===== src/rtl/scw_pkg.sv =====
package scw_pkg;
    localparam int W          = 16;
    localparam int NCH        = 4;
    localparam int NIB        = 4;
    localparam int WORD_W     = NCH * NIB;
    localparam int CH_W       = $clog2(NCH);
    localparam int STATUS_OFS = 6;
    localparam logic [W-1:0] DONE_CODE = 16'h0001;

    localparam logic [1:0] CTL_WANT   = 2'b01;
    localparam logic [1:0] CTL_NOSWAP = 2'b10;

    typedef enum logic [2:0] {
        ST_FIRST   = 3'd0,
        ST_NEWBLK  = 3'd1,
        ST_NEWLINE = 3'd2,
        ST_REPEAT  = 3'd3,
        ST_INACT   = 3'd4
    } lstate_e;

    typedef enum logic [1:0] {STEP_REPEAT, STEP_NEWLINE, STEP_END} step_e;

    typedef enum logic [2:0] {
        S_IDLE, S_ROT, S_CHK, S_STWR, S_DEC, S_HEAD, S_LOAD, S_EMIT
    } fsm_e;

    typedef struct packed {
        logic [W-1:0] base;
        logic [W-1:0] stat;
        logic [W-1:0] nxt;
        logic [W-1:0] wpl;
        logic [W-1:0] addr;
        logic [W-1:0] lines;
        logic [W-1:0] reload;
        logic [W-1:0] rep;
    } chan_t;

    function automatic logic [WORD_W-1:0] rotr_nib(input logic [WORD_W-1:0] w);
        return {w[NIB-1:0], w[WORD_W-1:NIB]};
    endfunction
endpackage


===== src/rtl/scw_lane_word.sv =====
module scw_lane_word
    import scw_pkg::*;
(
    input  logic [WORD_W-1:0] word_i,
    input  lstate_e           put_state,
    output logic [WORD_W-1:0] rot_o,
    output lstate_e           low_state,
    output logic              low_flag,
    output logic [WORD_W-1:0] put_o,
    output logic [WORD_W-1:0] flag_set_o,
    output logic [WORD_W-1:0] flag_clr_o
);
    always_comb begin
        rot_o      = rotr_nib(word_i);
        low_state  = lstate_e'(word_i[2:0]);
        low_flag   = word_i[NIB-1];
        put_o      = {word_i[WORD_W-1:3], put_state};
        flag_set_o = word_i;
        flag_set_o[NIB-1] = 1'b1;
        flag_clr_o = word_i;
        flag_clr_o[NIB-1] = 1'b0;
    end
endmodule


===== src/rtl/scw_line_step.sv =====
module scw_line_step
    import scw_pkg::*;
(
    input  chan_t cur_i,
    output step_e kind_o,
    output chan_t next_o
);
    always_comb begin
        next_o = cur_i;
        if (!cur_i.rep[W-1]) begin
            kind_o     = STEP_REPEAT;
            next_o.rep = cur_i.rep - 1'b1;
        end else if (!cur_i.lines[W-1]) begin
            kind_o       = STEP_NEWLINE;
            next_o.rep   = cur_i.reload;
            next_o.lines = cur_i.lines - 1'b1;
            next_o.addr  = cur_i.addr + cur_i.wpl;
        end else begin
            kind_o = STEP_END;
        end
    end
endmodule


===== src/rtl/scan_chain_walker.sv =====
module scan_chain_walker
    import scw_pkg::*;
#(
    parameter logic [15:0] HEAD_BASE = 16'h0010,
    parameter logic [15:0] SEAL_WORD = 16'h5EA1
) (
    input  logic              clk,
    input  logic              rst,
    input  logic              line_start,
    output logic              busy,
    output logic              mem_req,
    output logic              mem_we,
    output logic [W-1:0]      mem_addr,
    output logic [W-1:0]      mem_wdata,
    input  logic              mem_ack,
    input  logic [W-1:0]      mem_rdata,
    output logic              out_valid,
    output logic [CH_W-1:0]   out_ch,
    output logic [2:0]        out_state,
    output logic [1:0]        out_ctl,
    output logic [W-1:0]      out_addr,
    output logic              bad_seal,
    output logic [CH_W-1:0]   bad_ch,
    output logic [WORD_W-1:0] lane_states
);
    fsm_e              st;
    logic [WORD_W-1:0] word;
    logic [CH_W-1:0]   cur;
    logic [2:0]        lidx;
    lstate_e           em_state;
    logic [1:0]        em_ctl;
    logic              bad;
    chan_t             chans [NCH];

    logic [WORD_W-1:0] w_rot, w_put, w_fset, w_fclr;
    lstate_e           low_state;
    logic              low_flag;
    step_e             kind;
    chan_t             step_next;

    scw_lane_word u_word (
        .word_i(word), .put_state(em_state), .rot_o(w_rot), .low_state(low_state),
        .low_flag(low_flag), .put_o(w_put), .flag_set_o(w_fset), .flag_clr_o(w_fclr)
    );

    scw_line_step u_step (.cur_i(chans[cur]), .kind_o(kind), .next_o(step_next));

    always_comb begin
        mem_req   = (st == S_STWR) || (st == S_HEAD) || (st == S_LOAD);
        mem_we    = (st == S_STWR);
        mem_wdata = DONE_CODE;
        case (st)
            S_STWR:  mem_addr = chans[cur].stat + W'(STATUS_OFS);
            S_HEAD:  mem_addr = HEAD_BASE + {{(W-CH_W){1'b0}}, cur};
            S_LOAD:  mem_addr = chans[cur].base + {{(W-3){1'b0}}, lidx};
            default: mem_addr = '0;
        endcase
    end

    assign busy        = (st != S_IDLE);
    assign out_valid   = (st == S_EMIT);
    assign out_ch      = cur;
    assign out_state   = em_state;
    assign out_ctl     = em_ctl;
    assign out_addr    = chans[cur].addr;
    assign bad_seal    = bad;
    assign bad_ch      = cur;
    assign lane_states = word;

    always_ff @(posedge clk) begin
        if (rst) begin
            st       <= S_IDLE;
            word     <= '0;
            cur      <= '0;
            lidx     <= '0;
            em_state <= ST_FIRST;
            em_ctl   <= '0;
            bad      <= 1'b0;
            for (int i = 0; i < NCH; i++) chans[i] <= '0;
        end else begin
            bad <= 1'b0;
            case (st)
                S_IDLE: if (line_start) begin
                    st  <= S_ROT;
                    cur <= '0;
                end
                S_ROT: begin
                    word <= w_rot;
                    st   <= S_CHK;
                end
                S_CHK: st <= low_flag ? S_STWR : S_DEC;
                S_STWR: if (mem_ack) begin
                    word <= w_fclr;
                    st   <= S_DEC;
                end
                S_DEC: begin
                    case (low_state)
                        ST_FIRST: st <= S_HEAD;
                        ST_NEWBLK, ST_NEWLINE, ST_REPEAT: begin
                            case (kind)
                                STEP_REPEAT: begin
                                    chans[cur] <= step_next;
                                    em_state   <= ST_REPEAT;
                                    em_ctl     <= CTL_WANT | CTL_NOSWAP;
                                    st         <= S_EMIT;
                                end
                                STEP_NEWLINE: begin
                                    chans[cur] <= step_next;
                                    em_state   <= ST_NEWLINE;
                                    em_ctl     <= CTL_WANT;
                                    st         <= S_EMIT;
                                end
                                default: begin
                                    word            <= w_fset;
                                    chans[cur].stat <= chans[cur].base;
                                    if (chans[cur].nxt == '0) begin
                                        chans[cur].addr <= '0;
                                        em_state        <= ST_INACT;
                                        em_ctl          <= '0;
                                        st              <= S_EMIT;
                                    end else begin
                                        chans[cur].base <= chans[cur].nxt;
                                        lidx            <= '0;
                                        st              <= S_LOAD;
                                    end
                                end
                            endcase
                        end
                        default: begin
                            em_state <= ST_INACT;
                            em_ctl   <= '0;
                            st       <= S_EMIT;
                        end
                    endcase
                end
                S_HEAD: if (mem_ack) begin
                    if (mem_rdata == '0) begin
                        chans[cur].addr <= '0;
                        em_state        <= ST_INACT;
                        em_ctl          <= '0;
                        st              <= S_EMIT;
                    end else begin
                        chans[cur].base <= mem_rdata;
                        lidx            <= '0;
                        st              <= S_LOAD;
                    end
                end
                S_LOAD: if (mem_ack) begin
                    lidx <= lidx + 1'b1;
                    case (lidx)
                        3'd0: if (mem_rdata != SEAL_WORD) begin
                            bad             <= 1'b1;
                            chans[cur].addr <= '0;
                            em_state        <= ST_INACT;
                            em_ctl          <= '0;
                            st              <= S_EMIT;
                        end
                        3'd1: chans[cur].lines <= mem_rdata;
                        3'd2: begin
                            chans[cur].reload <= mem_rdata;
                            chans[cur].rep    <= mem_rdata;
                        end
                        3'd3: chans[cur].wpl  <= mem_rdata;
                        3'd4: chans[cur].addr <= mem_rdata;
                        default: begin
                            chans[cur].nxt <= mem_rdata;
                            em_state       <= ST_NEWBLK;
                            em_ctl         <= CTL_WANT;
                            st             <= S_EMIT;
                        end
                    endcase
                end
                S_EMIT: begin
                    word <= w_put;
                    if (cur == CH_W'(NCH - 1)) st <= S_IDLE;
                    else begin
                        cur <= cur + 1'b1;
                        st  <= S_ROT;
                    end
                end
                default: st <= S_IDLE;
            endcase
        end
    end
endmodule


===== config.mk =====
export PLATFORM = sky130hd
export DESIGN_NAME = scan_chain_walker
export DESIGN_NICKNAME = d
export VERILOG_FILES = /design/src/rtl/scw_pkg.sv /design/src/rtl/scw_lane_word.sv /design/src/rtl/scw_line_step.sv /design/src/rtl/scan_chain_walker.sv
export SDC_FILE = /design/constraint.sdc
export NUM_CORES = 1
export LEC_CHECK = 0
export ABC_AREA = 1
export CAP_MARGIN = 25
export CORE_ASPECT_RATIO = 1.25
export CORE_MARGIN = 1.5
export CORE_UTILIZATION = 28
export CTS_BUF_LIST = sky130_fd_sc_hd__clkbuf_4 sky130_fd_sc_hd__clkbuf_8
export CTS_CLUSTER_DIAMETER = 40
export DETAILED_ROUTE_END_ITERATION = 7
export PLACE_DENSITY = 0.44
export REMOVE_ABC_BUFFERS = 1
export SYNTH_ARGS = -nofsm -noshare
export SYNTH_HDL_FRONTEND = slang
export SYNTH_HIERARCHICAL = 1
export SYNTH_SLANG_ARGS = --single-unit

===== constraint.sdc =====
create_clock -name clk -period 7.7 [get_ports clk]
set_input_delay 2.31 -clock clk [delete_from_list [all_inputs] [get_ports clk]]
set_output_delay 2.31 -clock clk [all_outputs]
set_load 0.005 [all_outputs]

==> results of run 1 <==
registers in the layout, indices dropped and copies added (netlist names), named ones only:
signal / flops
bad_ch: 2
bad_seal: 1
chans: 512
lane_states: 16
lidx: 3
out_ctl: 2
out_state: 3
st: 3
layout make-up:
| class | instances | area, um^2 |
|---|---|---|
| sequential | 544 | 16000 |
| inverter | 392 | 1480 |
| multi-input combinational | 2309 | 10900 |
| tap | 1438 | 1800 |
| timing repair buffer | 171 | 1510 |
| clock buffer | 145 | 1750 |
| clock inverter | 38 | 330 |
| antenna | 1 | 2.50 |
| fill | 11700 | 74300 |
cell usage after synthesis (7+ instances only):
master	instances
nor2_1	714
nand2_2	42
a22oi_1	12
nand3_1	155
o21ai_0	307
dfxtp_1	32
a221oi_1	15
clkbuf_1	101
a32oi_1	8
buf_6	14
buf_2	54
ha_1	27
nand4_2	21
buf_1	8
nand4_1	22
or2_2	7
edfxtp_1	512
nor3_1	14
buf_4	175
o22ai_1	91
xnor2_1	9
a21oi_1	82
inv_1	385
a22o_1	15
xor2_1	15
nand2_1	673
placed cells by master (no fill, tap or decap), drive strengths merged, types with 12 or more instances in the layout:
master | Yosys | final
clkbuf | 101 | 145
dfxtp | 32 | 32
inv | 391 | 394
nor2 | 725 | 725
xor2 | 15 | 15
buf | 251 | 90
a22oi | 12 | 12
edfxtp | 512 | 512
ha | 27 | 27
o21ai | 311 | 311
conb | 4 | 18
nor3 | 15 | 15
o22ai | 91 | 91
nand4 | 43 | 43
a22o | 15 | 15
clkinv | 1 | 26
a221oi | 15 | 15
a21oi | 83 | 83
clkdlybuf4s50 | 0 | 81
nand2 | 715 | 715
nand3 | 157 | 157
cells by family (layout without fill, tap and decap cells):
family                   Yosys count  count (layout)  synth area share, %
AND/OR/NAND/NOR                 1672            1672                 22.9
XOR/XNOR                          24              24                0.690
AO/OA/AOI/OAI                    561             561                 10.4
other                              4              19               0.0493
buffers and inverters            744             746                 11.9
multiplexers                       5               5                0.164
adder cells (fa/ha/maj)           29              29                 1.24
flip-flops                       544             544                 52.6
final timing paths:
check / to / from / slack (ps)
min: out_ctl[0] / out_ctl[0] / 460
max reg2reg: chans[3][56] / flip-flop / 1690
max: mem_addr[9] / flip-flop / 760
min reg2reg: out_ctl[0] / out_ctl[0] / 460
worst reg2reg max path, cell delays in order (launching register included):
cell and delay (ps):
dfxtp_4 500, inv_8 470, buf_12 480, o21ai_0 380, o22ai_1 300, buf_4 250
nand2_1 130, inv_1 360, buf_4 270, inv_1 50, nand2_1 100, nor2_1 160
nor2_1 190, nand4_1 150, nor2_1 250, nand3_4 320, o21ai_2 370, nand2_1 190
inv_1 690
power by group:
| group | internal (uW) | switching (uW) | total (uW) |
|---|---|---|---|
| Sequential | 3600 | 169 | 3770 |
| Clock | 1630 | 1280 | 2910 |
| Combinational | 1190 | 2710 | 3900 |
| Total | 6420 | 4160 | 10600 |
per-stage QoR:
stage | util, % | TNS, ps | total power (uW) | instance area [um^2]
final | 31.2 | 0 | 10600 | 33800
after CTS | 31.2 | 0 | 10700 | 33800
after global placement | 29.3 | 0 | 7770 | 31700
after global routing | 31.2 | 0 | 11300 | 33800
after detailed placement | 29.3 | 0 | 7760 | 31700
after floorplan | - | -4125130 | 6270 | 28300
layer usage:
layer	share of wire (%)	up-vias
li1	-	11500
met5	0	-
met2	50	589
met1	43	11300
met4	2.8	0
met3	5.0	158
==> results_dict.tcl, run 1 <==
set metrics [dict create \
    setup_ws_ps 759 \
    syn_inst 3583 \
    grt_pass1_vias 23400 \
    die_w_um 298 \
    hpwl_mm 64.2 \
    synth_top_area_share_pct 50.5 \
    start_kind "flip-flop" \
    clock_skew_ps 52.6 \
    cts_buffer_depth 3 \
    power.density_mw_per_mm2 313 \
    synth-edff-count 512 \
    ys_ff_latch 544 \
    fp-row-count 135 \
    vias 23600 \
    use_met1_pct 21.4 \
    crit_required_ps 5390 \
    slew_headroom_pct 30.2 \
    hold_class "flip-flop to flip-flop" \
    met3_usage_pct 3.06 \
    place_ws_ps 1200 \
    period_share_pct 90.1 \
    cp-end-kind "output port" \
    die_y_um 372 \
    synth_cell_types 55 \
    routed_wl_mm 99.2 \
    final_cells 5038 \
    crit_cells 16 \
    crit_type "flip-flop to output port" \
    irDropWorstVdd_uv 121 \
    ant_nets 0 \
    worst-path-buf-inv 4 \
    busiest_layer "met2" \
    hold_viol_final 0 \
    min_path_cells 2 \
    viasPerCell 4.69 \
    grt_usage_pct 17.7 \
    postCtsResizedCells 0 \
    rsz0062_at_grt "no" \
    grt-ovfl-total 0 \
    finalSetupViolations 0 \
    routedWlPerCell_um 19.7 \
    worst_skew_pair.late_latency_ps 750 \
    synth_seq_area_share_pct 52.6 \
    cp_cell_sequence "inv_8 > o21ai_0 > o22ai_1 > ha_1 > nand2_1 > nand2_1 > a21oi_1 > or2_1 > nor2_1 > inv_1 > nor3_2 > inv_1 > o21ai_1 > nand3_1 > o21ai_0 > clkdlybuf4s50_1" \
    leakage_uw 0.0139 \
    crit_fanout 85 \
    ctsHoldBuffers 0 \
    status "finished, final reports clean" \
    drive_above_1_share_pct 9.89 \
    cpMaxStageDelayCell "dfxtp_4" \
    cap_violations 0 \
    dp_cells 4854 \
    fin_crit_ps 6940 \
    finalHoldWorstSlack_ps 464 \
    clkTransAtPathRegs_ps 60 \
    cts_root_buf "clkbuf_8" \
    clkSinkCount 544 \
    worst_pin_slew_ps 1050 \
    cts_tree "done" \
    area_delta_synth_final_pct 10.9 \
    fin_nets 3569 \
    met2_usage_pct 31.6 \
    async_flop_share_pct 0 \
    htree_levels 3 \
    drc 0 \
    drt_iter0_markers 1627 \
    arrival_ps 4630 \
    port_buffers 81 \
    synth.area.top_cells "edfxtp_1, nor2_1, nand2_1" \
    postCtsSetupBuffers 0 \
    ioPinCount 98 \
    gp_congestion 0.870 \
    cpPeakStageDelay_ps 690 \
    dieArea_mm2 0.111 \
    mappedNetlistArea_mm2 0.0304 \
    ys_warn_count 6 \
    start_util_pct 28.2 \
    max_clock_freq_mhz 144 \
    drt_pass1_iterations 6 \
    grt_max_degree 143 \
    synth_area_leader_cell "edfxtp_1" \
    syn-mean-instance-area_um2 8.50 \
    antenna_found_initial 1 \
    synth_ff_type "edfxtp_1" \
    critical_path.top_delay_family "buffers and inverters" \
    reg2reg_depth 18 \
    grt_pass1_wl_mm 147 \
    cts_buffers 102 \
    coreArea_mm2 0.108 \
    slew_viol_final 0 \
]
Power figures use the tool's default switching activity.
==> inputs of run 2 (changes only) <==
--- a/config.mk
+++ b/config.mk
@@ -7,13 +7,15 @@
 export LEC_CHECK = 0
 export ABC_AREA = 1
 export CAP_MARGIN = 25
+export CELL_PAD_IN_SITES_DETAIL_PLACEMENT = 1
+export CELL_PAD_IN_SITES_GLOBAL_PLACEMENT = 2
 export CORE_ASPECT_RATIO = 1.25
 export CORE_MARGIN = 1.5
 export CORE_UTILIZATION = 28
 export CTS_BUF_LIST = sky130_fd_sc_hd__clkbuf_4 sky130_fd_sc_hd__clkbuf_8
 export CTS_CLUSTER_DIAMETER = 40
 export DETAILED_ROUTE_END_ITERATION = 7
-export PLACE_DENSITY = 0.44
+export PLACE_DENSITY = 0.62
 export REMOVE_ABC_BUFFERS = 1
 export SYNTH_ARGS = -nofsm -noshare
 export SYNTH_HDL_FRONTEND = slang
==> run 2 against run 1 <==
Die area did not move. Maximum frequency shrank 0.62%. Combinational power up 5.1%. Sequential share of layout area decreased by 0.52 points. Via count rose by 2.8%. Cell count grew 0.40%. Clock power increased by 13%. Critical path type unchanged. Critical endpoint unchanged. Highest routed layer unchanged.
==> results_dict.tcl, run 2 (same netlist as run 1, synthesis figures left out) <==
set metrics [dict create \
    status "finished, final reports clean" \
    grt_max_degree 107 \
    wl_met3_mm 4.09 \
    worst_skew_pair.late_latency_ps 810 \
    drive_above_1_share_pct 10.4 \
    layout_commonest_cell "nor2_1" \
    drt_pass1_iterations 4 \
    fin_nets 3575 \
    p_seq_share_pct 33.9 \
    viasPerCell 4.80 \
    hold_viol_final 0 \
    dr.max_layer_used "met4" \
    drt_iter0_markers 1202 \
    irDropWorstVdd_uv 126 \
    coreArea_mm2 0.108 \
    postCtsSetupBuffers 0 \
    period_share_pct 90.7 \
    clkSinkCount 544 \
    power_frac_comb_pct 36.7 \
    routed_wl_mm 111 \
    dr_wl_met2_mm 56.0 \
    power.total_uw 11200 \
    area_delta_synth_final_pct 12.2 \
    dieArea_mm2 0.111 \
    drc 0 \
    finalSetupViolations 0 \
    grt_usage_pct 20.0 \
    largest-register "chans" \
    largest_reg_flops 512 \
    start_util_pct 28.2 \
    grt_pass1_wl_mm 165 \
    start_kind "flip-flop" \
    clkTransAtPathRegs_ps 60 \
    die_y_um 372 \
    finalHoldWorstSlack_ps 482 \
    clkPwrFrac_pct 29.4 \
    arrival_ps 4670 \
    die_w_um 298 \
    ctsHoldBuffers 0 \
    hpwl_mm 73.0 \
    grt_pass1_vias 25500 \
    leakage_uw 0.0140 \
    reg2reg_depth 16 \
    postCtsResizedCells 0 \
    layout_common_cells "nor2_1, nand2_1, edfxtp_1" \
    swShare_pct 40.1 \
    slew_headroom_pct 35.5 \
    grt-ovfl-total 0 \
    wl_met1_mm 46.8 \
    switchingPower_uw 4480 \
    dp_cells 4853 \
    min_path_cells 2 \
    final_cells 5058 \
    ant_nets 0 \
    gp_congestion 0.809 \
    cts_buffer_depth 3 \
    crit_type "flip-flop to output port" \
    fp-row-count 135 \
    routedWlPerCell_um 21.9 \
    cap_violations 0 \
    vias 24300 \
    fin_setup_tns_ps 0 \
    rsz0062_at_grt "no" \
    cts_root_buf "clkbuf_8" \
    crit_required_ps 5390 \
    htree_levels 3 \
    power.density_mw_per_mm2 327 \
    cp-end-kind "output port" \
    cts_buffers 109 \
    fin_crit_ps 6980 \
    max_clock_freq_mhz 143 \
    crit_fanout 83 \
    ioPinCount 98 \
    port_buffers 81 \
    slew_viol_final 0 \
    cellInternalPower_uw 6690 \
    antenna_found_initial 1 \
    cts_tree "done" \
    worst_pin_slew_ps 966 \
    hold_class "flip-flop to flip-flop" \
    clock_skew_ps 50.0 \
]
==> run 2: worst paths after layout <==
kind,endpoint,slack [ps],startpoint
max,mem_addr[9],720,flip-flop
min,out_ctl[1],480,out_ctl[1]
max reg2reg,chans[2][70],1920,flip-flop
min reg2reg,out_ctl[1],480,out_ctl[1]
==> run 2: power groups by stage <==
stage                     Combinational (uW)  Clock [uW]  Sequential [uW]
after floorplan                         2420           0             3840
after global placement                  4120           0             3860
after detailed placement                4160           0             3850
after CTS                               4180        3370             3790
after global routing                    4590        3480             3830
final                                   4100        3280             3790
==> run 2: area by class of cell <==
type	instances	area, um^2
timing repair buffer	170	1550
sequential	544	16000
fill	12800	74000
clock inverter	64	662
tap	1438	1800
multi-input combinational	2309	10900
inverter	392	1480
clock buffer	140	1750
antenna	1	2.50
==> run 2: worst max-delay path: stages (launching register included) <==
cell,delay (ps)
dfxtp_4,720
inv_8,340
o21ai_0,250
o22ai_1,170
ha_1,320
nand2_1,50
nand2_1,80
a21oi_1,80
or2_1,230
nor2_1,160
inv_1,90
nor3_2,290
inv_1,100
o21ai_1,140
nand3_1,70
o21ai_0,170
clkdlybuf4s50_1,570
==> run 2: per-layer routing <==
layer / vias up / GRT usage [%]
met2: 473 / 36.0
li1: 11600 / -
met4: 0 / 7.96
met1: 12100 / 23.7
met5: - / 0
met3: 170 / 2.96
==> run 2: metrics by stage <==
step | instance area [um^2] | util, % | setup slack, ps
2_1_floorplan | 28300 | - | -5090
6_report | 34100 | 31.6 | 715
3_3_place_gp | 31700 | 29.3 | 1430
4_1_cts | 34100 | 31.6 | 497
5_1_grt | 34100 | 31.6 | 153
3_5_place_dp | 31700 | 29.4 | 1430
